--- config.mk ---
export PLATFORM = sky130hd
export DESIGN_NAME = vpt_walker
export DESIGN_NICKNAME = d
export VERILOG_FILES = /design/src/rtl/vpt_pkg.sv /design/src/rtl/vpt_ctrl.sv /design/src/rtl/vpt_dpath.sv /design/src/rtl/vpt_walker.sv
export SDC_FILE = /design/constraint.sdc
export NUM_CORES = 1
export LEC_CHECK = 0
export BUFFER_PORTS_ARGS = -buffer_cell sky130_fd_sc_hd__buf_2
export CAP_MARGIN = 20
export CORE_ASPECT_RATIO = 0.5
export CORE_MARGIN = 5
export CORE_UTILIZATION = 50
export DETAILED_ROUTE_END_ITERATION = 6
export PLACE_DENSITY = 0.78
export SLEW_MARGIN = 20
export SYNTH_ARGS = -nofsm -noshare
export SYNTH_HDL_FRONTEND = slang
export SYNTH_SLANG_ARGS = --single-unit
--- constraint.sdc ---
create_clock -name clk -period 6 [get_ports clk]
set_input_delay 0.3 -clock clk [delete_from_list [all_inputs] [get_ports clk]]
set_output_delay 0.3 -clock clk [all_outputs]
set_load 0.05 [all_outputs]
--- src/rtl/vpt_pkg.sv ---
package vpt_pkg;
  typedef enum logic [1:0] {
    ST_IDLE  = 2'd0,
    ST_READ  = 2'd1,
    ST_CHECK = 2'd2,
    ST_DONE  = 2'd3
  } walkState_t;

  typedef struct packed {
    logic takeReq;
    logic takePte;
    logic takeResult;
  } walkStrobe_t;

  localparam logic [1:0] RES_OK   = 2'b00;
  localparam logic [1:0] RES_PAGE = 2'b01;
  localparam logic [1:0] RES_PROT = 2'b10;

  localparam logic [1:0] ACC_READ  = 2'b00;
  localparam logic [1:0] ACC_WRITE = 2'b01;
  localparam logic [1:0] ACC_EXEC  = 2'b10;

  localparam logic [1:0] RGT_RO = 2'b00;
  localparam logic [1:0] RGT_RW = 2'b01;
  localparam logic [1:0] RGT_XO = 2'b10;
endpackage

--- src/rtl/vpt_ctrl.sv ---
module vpt_ctrl
  import vpt_pkg::*;
(
  input  logic        clk,
  input  logic        rstN,
  input  logic        reqValid,
  input  logic        memRspValid,
  output logic        reqReady,
  output logic        memReqValid,
  output logic        rspValid,
  output walkStrobe_t strobe
);
  walkState_t stateQ, stateD;

  always_comb begin
    stateD = stateQ;
    strobe = '0;
    unique case (stateQ)
      ST_IDLE: if (reqValid) begin
        strobe.takeReq = 1'b1;
        stateD = ST_READ;
      end
      ST_READ: if (memRspValid) begin
        strobe.takePte = 1'b1;
        stateD = ST_CHECK;
      end
      ST_CHECK: begin
        strobe.takeResult = 1'b1;
        stateD = ST_DONE;
      end
      ST_DONE: stateD = ST_IDLE;
      default: stateD = ST_IDLE;
    endcase
  end

  always_ff @(posedge clk or negedge rstN) begin
    if (!rstN) stateQ <= ST_IDLE;
    else       stateQ <= stateD;
  end

  assign reqReady    = (stateQ == ST_IDLE);
  assign memReqValid = (stateQ == ST_READ);
  assign rspValid    = (stateQ == ST_DONE);

  // a taken request drops ready on the next cycle
  a_r2_busy_after_take: assert property (@(posedge clk) disable iff (!rstN)
    reqValid && reqReady |=> !reqReady && memReqValid);
  // read stays raised until answered
  a_r3_read_held: assert property (@(posedge clk) disable iff (!rstN)
    memReqValid && !memRspValid |=> memReqValid);
  // result pulse lasts one cycle and is followed by idle
  a_r8_single_pulse: assert property (@(posedge clk) disable iff (!rstN)
    rspValid |=> !rspValid && reqReady);
  // answer leads to the pulse two cycles later
  a_r8_pulse_timing: assert property (@(posedge clk) disable iff (!rstN)
    memReqValid && memRspValid |=> !rspValid ##1 rspValid);
endmodule

--- src/rtl/vpt_dpath.sv ---
module vpt_dpath
  import vpt_pkg::*;
#(
  parameter int VA_W      = 32,
  parameter int PA_W      = 24,
  parameter int PAGE_BITS = 12,
  parameter int PTE_W     = 32
) (
  input  logic              clk,
  input  logic              rstN,
  input  walkStrobe_t       strobe,
  input  logic [VA_W-1:0]   reqVaddr,
  input  logic [1:0]        reqAccess,
  input  logic              reqUser,
  input  logic [PA_W-1:0]   tableBase,
  input  logic [PTE_W-1:0]  memRspData,
  output logic [PA_W-1:0]   memReqAddr,
  output logic [1:0]        rspStatus,
  output logic [PA_W-1:0]   rspPaddr
);
  localparam int VPN_W       = VA_W - PAGE_BITS;
  localparam int PPN_W       = PA_W - PAGE_BITS;
  localparam int PPN_LSB     = PTE_W - PPN_W;
  localparam int ENTRY_SHIFT = $clog2(PTE_W / 8);
  localparam int IDX_W       = VPN_W + ENTRY_SHIFT;

  logic [VA_W-1:0]  vaddrQ;
  logic [1:0]       accessQ;
  logic             userQ;
  logic [PA_W-1:0]  baseQ;
  logic [PTE_W-1:0] pteQ;
  logic [1:0]       statusQ;
  logic [PA_W-1:0]  paddrQ;

  always_ff @(posedge clk or negedge rstN) begin
    if (!rstN) begin
      vaddrQ  <= '0;
      accessQ <= '0;
      userQ   <= 1'b0;
      baseQ   <= '0;
    end else if (strobe.takeReq) begin
      vaddrQ  <= reqVaddr;
      accessQ <= reqAccess;
      userQ   <= reqUser;
      baseQ   <= tableBase;
    end
  end

  always_ff @(posedge clk or negedge rstN) begin
    if (!rstN)               pteQ <= '0;
    else if (strobe.takePte) pteQ <= memRspData;
  end

  // entry address: base plus page number scaled to entry size
  logic [IDX_W-1:0] entryIdx;
  logic [PA_W-1:0]  entryOff;
  assign entryIdx   = {vaddrQ[VA_W-1:PAGE_BITS], {ENTRY_SHIFT{1'b0}}};
  assign entryOff   = PA_W'(entryIdx);
  assign memReqAddr = baseQ + entryOff;

  // entry decode and permission check
  logic       resident, userPage, rightOk, privOk;
  logic [1:0] rights;
  logic [1:0] statusD;
  logic [PA_W-1:0] paddrD;

  assign resident = pteQ[0];
  assign rights   = pteQ[2:1];
  assign userPage = pteQ[3];
  assign privOk   = !userQ || userPage;

  always_comb begin
    unique case (accessQ)
      ACC_READ:  rightOk = (rights == RGT_RO) || (rights == RGT_RW);
      ACC_WRITE: rightOk = (rights == RGT_RW);
      ACC_EXEC:  rightOk = (rights == RGT_XO);
      default:   rightOk = 1'b0;
    endcase
  end

  always_comb begin
    if (!resident)                statusD = RES_PAGE;
    else if (!(rightOk && privOk)) statusD = RES_PROT;
    else                          statusD = RES_OK;
    paddrD = (statusD == RES_OK)
           ? {pteQ[PTE_W-1:PPN_LSB], vaddrQ[PAGE_BITS-1:0]} : '0;
  end

  always_ff @(posedge clk or negedge rstN) begin
    if (!rstN) begin
      statusQ <= RES_OK;
      paddrQ  <= '0;
    end else if (strobe.takeResult) begin
      statusQ <= statusD;
      paddrQ  <= paddrD;
    end
  end

  assign rspStatus = statusQ;
  assign rspPaddr  = paddrQ;

  // entry address only moves when a new request is taken
  a_r3_addr_stable: assert property (@(posedge clk) disable iff (!rstN)
    !strobe.takeReq |=> $stable(memReqAddr));
  // captured request is not disturbed while busy
  a_r2_req_kept: assert property (@(posedge clk) disable iff (!rstN)
    strobe.takePte |=> $stable(vaddrQ) && $stable(accessQ) && $stable(userQ));
endmodule

--- src/rtl/vpt_walker.sv ---
module vpt_walker
  import vpt_pkg::*;
#(
  parameter int VA_W      = 32,
  parameter int PA_W      = 24,
  parameter int PAGE_BITS = 12,
  parameter int PTE_W     = 32
) (
  input  logic             clk,
  input  logic             rstN,
  input  logic             reqValid,
  output logic             reqReady,
  input  logic [VA_W-1:0]  reqVaddr,
  input  logic [1:0]       reqAccess,
  input  logic             reqUser,
  input  logic [PA_W-1:0]  tableBase,
  output logic             memReqValid,
  output logic [PA_W-1:0]  memReqAddr,
  input  logic             memRspValid,
  input  logic [PTE_W-1:0] memRspData,
  output logic             rspValid,
  output logic [1:0]       rspStatus,
  output logic [PA_W-1:0]  rspPaddr
);
  walkStrobe_t strobe;

  vpt_ctrl uCtrl (
    .clk(clk), .rstN(rstN), .reqValid(reqValid), .memRspValid(memRspValid),
    .reqReady(reqReady), .memReqValid(memReqValid), .rspValid(rspValid),
    .strobe(strobe)
  );

  vpt_dpath #(.VA_W(VA_W), .PA_W(PA_W), .PAGE_BITS(PAGE_BITS), .PTE_W(PTE_W)) uDpath (
    .clk(clk), .rstN(rstN), .strobe(strobe), .reqVaddr(reqVaddr),
    .reqAccess(reqAccess), .reqUser(reqUser), .tableBase(tableBase),
    .memRspData(memRspData), .memReqAddr(memReqAddr),
    .rspStatus(rspStatus), .rspPaddr(rspPaddr)
  );

  // a faulting result never carries an address
  a_r4_fault_no_addr: assert property (@(posedge clk) disable iff (!rstN)
    rspValid && rspStatus != RES_OK |-> rspPaddr == '0);
  // status code 11 is never produced
  a_r5_status_legal: assert property (@(posedge clk) disable iff (!rstN)
    rspValid |-> rspStatus != 2'b11);
  // idle means nothing outstanding
  a_r1_idle_quiet: assert property (@(posedge clk) disable iff (!rstN)
    reqReady |-> !memReqValid && !rspValid);
endmodule

==> results of run 1 <==
[worst max-delay path, delay by kind of cell, from the launching register on]
family / cells / cell delay, ns
XOR/XNOR: 1 / 0.15
buffers and inverters: 1 / 0.28
AO/OA/AOI/OAI: 5 / 1.38
adder cells (fa/ha/maj): 1 / 0.36
AND/OR/NAND/NOR: 1 / 0.08
flip-flops: 1 / 0.39
[cells by family after synthesis]
family | after synthesis | share of synthesized area, %
DFF | 103 | 52.14
AOI/OAI and AO/OA | 85 | 11.04
muxes | 76 | 17.29
and+or+nand+nor | 63 | 5.695
buffers and inverters | 53 | 4.176
adders and majority gates | 25 | 6.479
xor gates and xnor gates | 18 | 3.189
[path summary, 6_finish.rpt]
check	end	startpoint	slack, ns
worst max-delay path	memReqAddr[23]	uDpath.baseQ[5]	2.73
worst min-delay path	uDpath.pteQ[30]	memRspData[30]	0.19
worst max register to register	uDpath.baseQ[1]	uCtrl.stateQ[0]	3.93
worst min register to register	uDpath.rspPaddr[2]	uDpath.vaddrQ[2]	0.48
max in group asynchronous	uDpath.vaddrQ[23]	rstN	4.61
min in group asynchronous	uDpath.rspPaddr[10]	rstN	0.40
[state kept, by name, indices dropped and copies added (netlist names)]
register,count
uCtrl.stateQ,2
uDpath.pteQ,16
uDpath.accessQ,2
uDpath.rspStatus,2
uDpath.baseQ,24
uDpath.vaddrQ,32
uDpath.rspPaddr,24
uDpath.userQ,1
[cell type report]
cell class / instances / area [sq um] / share of cell area [%]
clock buffers: 10 / 229.0 / 3.787
clock inverters: 6 / 75.07 / 1.242
well taps: 135 / 168.9 / 2.794
flip-flops and latches: 103 / 2577 / 42.63
multi-input cells: 267 / 2162 / 35.76
repair buffers: 135 / 694.4 / 11.49
inverters: 37 / 138.9 / 2.297
[stage by stage]
step	worst slack, ns	area [sq um]	hold slack, ns	std cells
after floorplan	3.006	4943	0.004409	423
after global placement	3.076	5728	0.2149	676
after detailed placement	3.102	5728	0.2140	676
after CTS	2.704	6042	0.1729	693
after global routing	2.487	6046	0.1684	693
final	2.728	6046	0.1882	693
[cells in the mapped netlist, types with 2 or more instances]
cell type,n
nand4_1,3
a211oi_1,3
o21a_1,3
o21bai_1,4
ha_1,24
a21o_1,4
a21oi_1,20
nor2b_1,3
mux2_2,75
nand3_1,2
o31ai_1,2
inv_1,37
buf_4,2
nor2_1,8
o21ai_1,24
xor2_1,3
a31oi_1,2
o21ai_0,9
and3_1,2
nand2_1,39
clkbuf_1,8
dfrtp_1,103
buf_1,6
xnor2_1,15
[per-layer routing]
| layer | GRT usage, % | routed length, um | vias up | part of all wire [%] |
|---|---|---|---|---|
| met5 | 0 | 0 | - | 0 |
| met4 | 4.792 | 126 | 0 | 1.2 |
| met3 | 4.397 | 474 | 10 | 4.6 |
| met2 | 31.67 | 5259 | 74 | 51 |
| met1 | 22.16 | 4360 | 1693 | 43 |
| li1 | - | - | 1711 | - |
==> metrics.md, run 1 <==
| Metric | Value |
|---|---|
| Horizontal die dimension | between 150 and 200 um |
| Max_slew headroom | a little over a third |
| Cell taking the most area after synthesis | dfrtp_1 |
| CTS root buffer | clkbuf_16 |
| Kind of critical path | register to output port |
| Number of antenna-violating nets in the routed design | 0 |
| Final design utilization | between 60 and 70% |
| Final clock skew | between 0.005 and 0.006 ns |
| Fraction of post-synthesis cell area in the top cell type by area | 52.14% |
| Sinks on the clock net | 103 |
| Crit. End Element | output port |
| Clock insertion delay at the later pin of the skew report | roughly 0.33 ns |
| Total number of placement rows | 25 |
| Total detailed-routing wirelength | 10.22 mm |
| Number of cells traversed by the worst register-to-register path | 5 |
| Pin count of the biggest net entering global routing | 80 |
| Cell area after synthesis | 4943 sq um |
| Pre-antenna DRT Iters | 4 |
| GRT overflow | 0 |
| Cell types with the largest area share after synthesis | dfrtp_1, mux2_2, ha_1 |
| Dpl hpwl | about 7.5 mm |
| Max cap viols | 0 |
| Starting density of the core | about half |
| Synth-to-layout area growth | 22.30% |
| Area of the die | ~12,000 sq um |
| Synthesized net count | 543 |
| Average instance area after synthesis | about 12 sq um |
| Delay of the slowest cell on the worst path | 0.50 ns |
| YS warnings | 0 |
| Total clock buffers created by CTS | 9 |
| Number of standard cells after synthesis | about 420 |
| Final min period | 3.272 ns |
| Max Buffers Root-to-Sink | 2 |
| DR DRC count | 0 |
| Sequential-to-total area share from yosys stat | a little over half |
| Synthesized flop and latch total | slightly above 100 |
| Data required time of the worst path | 5.70 ns |
| Starting DRT DRC Count | between 100 and 150 |
| Commonest cells after routing, fill and taps aside | buf_2, dfrtp_1, mux2_2 |
| Maximum fanout count along the critical path | 5 |
| Number of nets in the final layout | 673 |
| Async set-reset flop share out of synthesis | 100.0% |
| Average via count per standard cell | 5.033 |
| Endpoint arrival time on the critical path | approximately 3 ns |
| Worst min-delay path class | input pin to register |
| Weighted congestion at the end of routability-driven global placement | between 0.8 and 0.9 |
| Launching element type of the critical path | register |
| CTS hold repair buffers | 1 |
| Fmax | a little over 300 MHz |
| TritonCTS clock tree | done |
| Number of enable flip-flop cells after synthesis | 0 |
| Antenna violations before repair | 0 |
| Final hold viol count | 0 |
| Finish-stage setup viols | 0 |
| Setup Total Neg Slack | 0 ns |
| GR Util All Layers | approximately 18% |
| Post-detailed-route wirelength per cell | between 10 and 15 um |
| Number of post-CTS setup repair buffers | 0 |
| Worst Hold Depth | 2 |
| Via count of the first global-routing pass | between 3,000 and 4,000 |
| Top_reg_cell synth | dfrtp_1 |
| Cells resized by post-CTS repair | 0 |
| RSZ-0062 raised after global routing | false |
| Filler cells | 771 |
| Fraction of final layout cells sized beyond drive strength 1 | between 40% and 50% |
| Die span in y | roughly 80 um |
| Final critical-path share of the clock period | approximately 55% |
| Via total after detailed routing | around 3,500 |
| Highest-delay cell along the critical path | o31ai_1 |
| Critical Path, Cell by Cell | ha_1 > a21o_1 > a21oi_1 > a21oi_1 > o31ai_1 > nor2_1 > o31ai_1 > xnor2_1 > buf_2 |
| Number of max-slew violations in the final report | 0 |
| Yosys cell types | between 40 and 50 |
| Global-route wire length before repair | 17.31 mm |
| Result of the run | complete, no violations |
| Standard cell core area | approximately 9500 sq um |
| Clock-pin slew on the worst setup and hold paths | roughly 0.07 ns |
| I/O pin total | around 150 |
| Htree depth | 3 |
| Port bufs | 131 |
| Final antenna diode count | 0 |
| Pin slew with the least headroom to its limit | roughly 0.95 ns |
| Most common cell after layout, fill and taps aside | buf_2 |
Power of run 1 is left out: the tool's default activity adds up to more than one toggle a clock period on the data nets, which glitch-free logic cannot reach.
==> inputs of run 2 (changes only) <==
CORE_UTILIZATION = 47   (was 50)
PLACE_DENSITY = 0.77   (was 0.78)
clock period = 2.76 ns   (was 6 ns; I/O delays follow)
==> metrics.md, run 2 (synthesis gave the netlist of run 1 again) <==
| Metric | Value |
|---|---|
| Most common cell after layout, fill and taps aside | buf_2 |
| Number of antenna-violating nets in the routed design | 0 (unchanged) |
| Worst min-delay path class | input pin to register |
| Maximum fanout count along the critical path | 4 (-1) |
| Hold Startpoint | memRspData[24] |
| Via count of the first global-routing pass | 3,713 (+3.6%) |
| Total clock buffers created by CTS | 9 (unchanged) |
| Crit. Startpoint | uDpath.vaddrQ[12] |
| Result of the run | finished with violations |
| Final hold viol count | 0 (unchanged) |
| Launching element type of the critical path | register |
| Antenna violations before repair | 0 (unchanged) |
| Number of nets in the final layout | 682 (+1.3%) |
| Final clock skew | 0.005888 ns (+0.0006714 ns) |
| GRT overflow | 0 (unchanged) |
| Violated checks | setup timing |
| Max cap viols | 0 (unchanged) |
| Final design utilization | 61.43% (-1.9 points) |
| DR DRC count | 0 (unchanged) |
| Commonest cells after routing, fill and taps aside | buf_2, dfrtp_1, mux2_2 |
| Max Buffers Root-to-Sink | 2 (unchanged) |
| Final WS setup | -0.09949 ns (-2.828 ns) |
| Total number of placement rows | 26 (+4.0%) |
| Pin count of the biggest net entering global routing | 61 (-24%) |
| Flip-flop count of the largest register after layout | 32 (unchanged) |
| Number of cells traversed by the worst register-to-register path | 6 (+1) |
| Starting DRT DRC Count | 143 (+4.4%) |
| Sinks on the clock net | 103 (unchanged) |
| GR Util All Layers | 17.30% (-0.63 points) |
| Register with the highest flop count | uDpath.vaddrQ |
| Via total after detailed routing | 3,555 (+1.9%) |
| Final antenna diode count | 0 (unchanged) |
| Clock-pin slew on the worst setup and hold paths | 0.07 ns (about the same) |
| Post-detailed-route wirelength per cell | 15.28 um (+3.6%) |
| Endpoint arrival time on the critical path | 2.72 ns (-0.25 ns) |
| Startpoint of the most critical register-to-register path | uCtrl.stateQ[0] |
| Synth-to-layout area growth | 27.33% |
| Kind of critical path | register to output port |
| Fraction of final layout cells sized beyond drive strength 1 | 45.50% (+4.1 points) |
| Port bufs | 131 (unchanged) |
| I/O pin total | 148 (unchanged) |
| Pre-antenna DRT Iters | 4 (unchanged) |
| Crit. End Element | output port |
| Htree depth | 3 (unchanged) |
| Final min period | 2.859 ns |
| Worst Hold Depth | 2 (unchanged) |
| Starting density of the core | 48.24% (-3.6 points) |
| Dpl hpwl | 7.738 mm (+3.8%) |
| Number of max-slew violations in the final report | 0 (unchanged) |
| TritonCTS clock tree | done |
| Pin slew with the least headroom to its limit | 0.7761 ns (-0.1740 ns) |
| Global-route wire length before repair | 17.71 mm (+2.4%) |
| Fmax | about 350 MHz |
| Data required time of the worst path | 2.62 ns (-3.08 ns) |
| CTS root buffer | clkbuf_16 |
| Clock insertion delay at the later pin of the skew report | 0.34 ns (about the same) |
| Total detailed-routing wirelength | 10.80 mm (+5.7%) |
| Area of the die | 12,790 sq um (+5.8%) |
| Horizontal die dimension | 155.0 um (+2.9%) |
| Weighted congestion at the end of routability-driven global placement | 0.8307 (+3.5%) |
| Max_slew headroom | 48.26% (+12 points) |
| Finish-stage setup viols | 5 (+5) |
| Average via count per standard cell | 5.028 (about the same) |
| RSZ-0062 raised after global routing | true |
| Die span in y | 82.52 um (+2.8%) |
| Final critical-path share of the clock period | 103.6% |
| Standard cell core area | 10,250 sq um (+7.4%) |
==> run 2: repair_timing <==
| item | CTS | global route |
|---|---|---|
| buffers inserted | 2 | 4 |
| hold buffers | 1 | 0 |
| setup endpoints to repair | 9 | 10 |
| resized for setup | 16 | 20 |
| pin swaps | 10 | 10 |
| endpoints found under the hold margin | 59 | 0 |
==> run 2: critical path, cell delays in order (launching register included) <==
cell      delay [ns]
dfrtp_1         0.39
ha_2            0.20
inv_2           0.05
fa_2            0.22
nor2b_4         0.05
o31a_1          0.27
o221a_4         0.24
o21ai_4         0.21
a21boi_4        0.11
a221oi_4        0.32
xnor2_2         0.15
buf_6           0.18
==> run 2: stage by stage <==
stage,std cells,hold WS (ns),setup TNS [ns],setup slack (ns),area (sq um)
after floorplan,423,-0.1576,0,0.05747,4966
after global placement,684,0.2585,0,0.08096,5804
after detailed placement,684,0.2672,0,0.06629,5804
after CTS,703,0.01346,-0.1699,-0.09036,6191
after global routing,707,0.007813,-0.9865,-0.1917,6295
final,707,0.02277,-0.3002,-0.09949,6295
==> run 2: cell type report <==
type / instances / area, sq um
Clock inverter: 5 / 65.06
Inverter: 37 / 138.9
Clock buffer: 11 / 232.7
Multi-Input combinational cell: 267 / 2278
Fill cell: 871 / 3953
Sequential cell: 103 / 2577
Timing Repair Buffer: 144 / 827.0
Tap cell: 140 / 175.2
==> run 2: path summary, 6_finish.rpt <==
path / slack, ns / endpoint
min: 0.02 / uDpath.pteQ[24]
min reg2reg: 0.48 / uDpath.rspPaddr[1]
max reg2reg: 0.99 / uDpath.rspPaddr[23]
max in group asynchronous: 1.60 / uDpath.vaddrQ[22]
max: -0.1 / memReqAddr[22]
min in group asynchronous: 0.41 / uDpath.rspPaddr[9]
==> run 2: layer usage <==
metal,GRT usage (%),wire [um],up-vias
met5,0,0,-
met4,4.053,107,0
met3,4.789,475,12
met2,31.26,5546,59
met1,21.01,4672,1752
li1,-,-,1732
Power of run 2 is left out for the same reason.
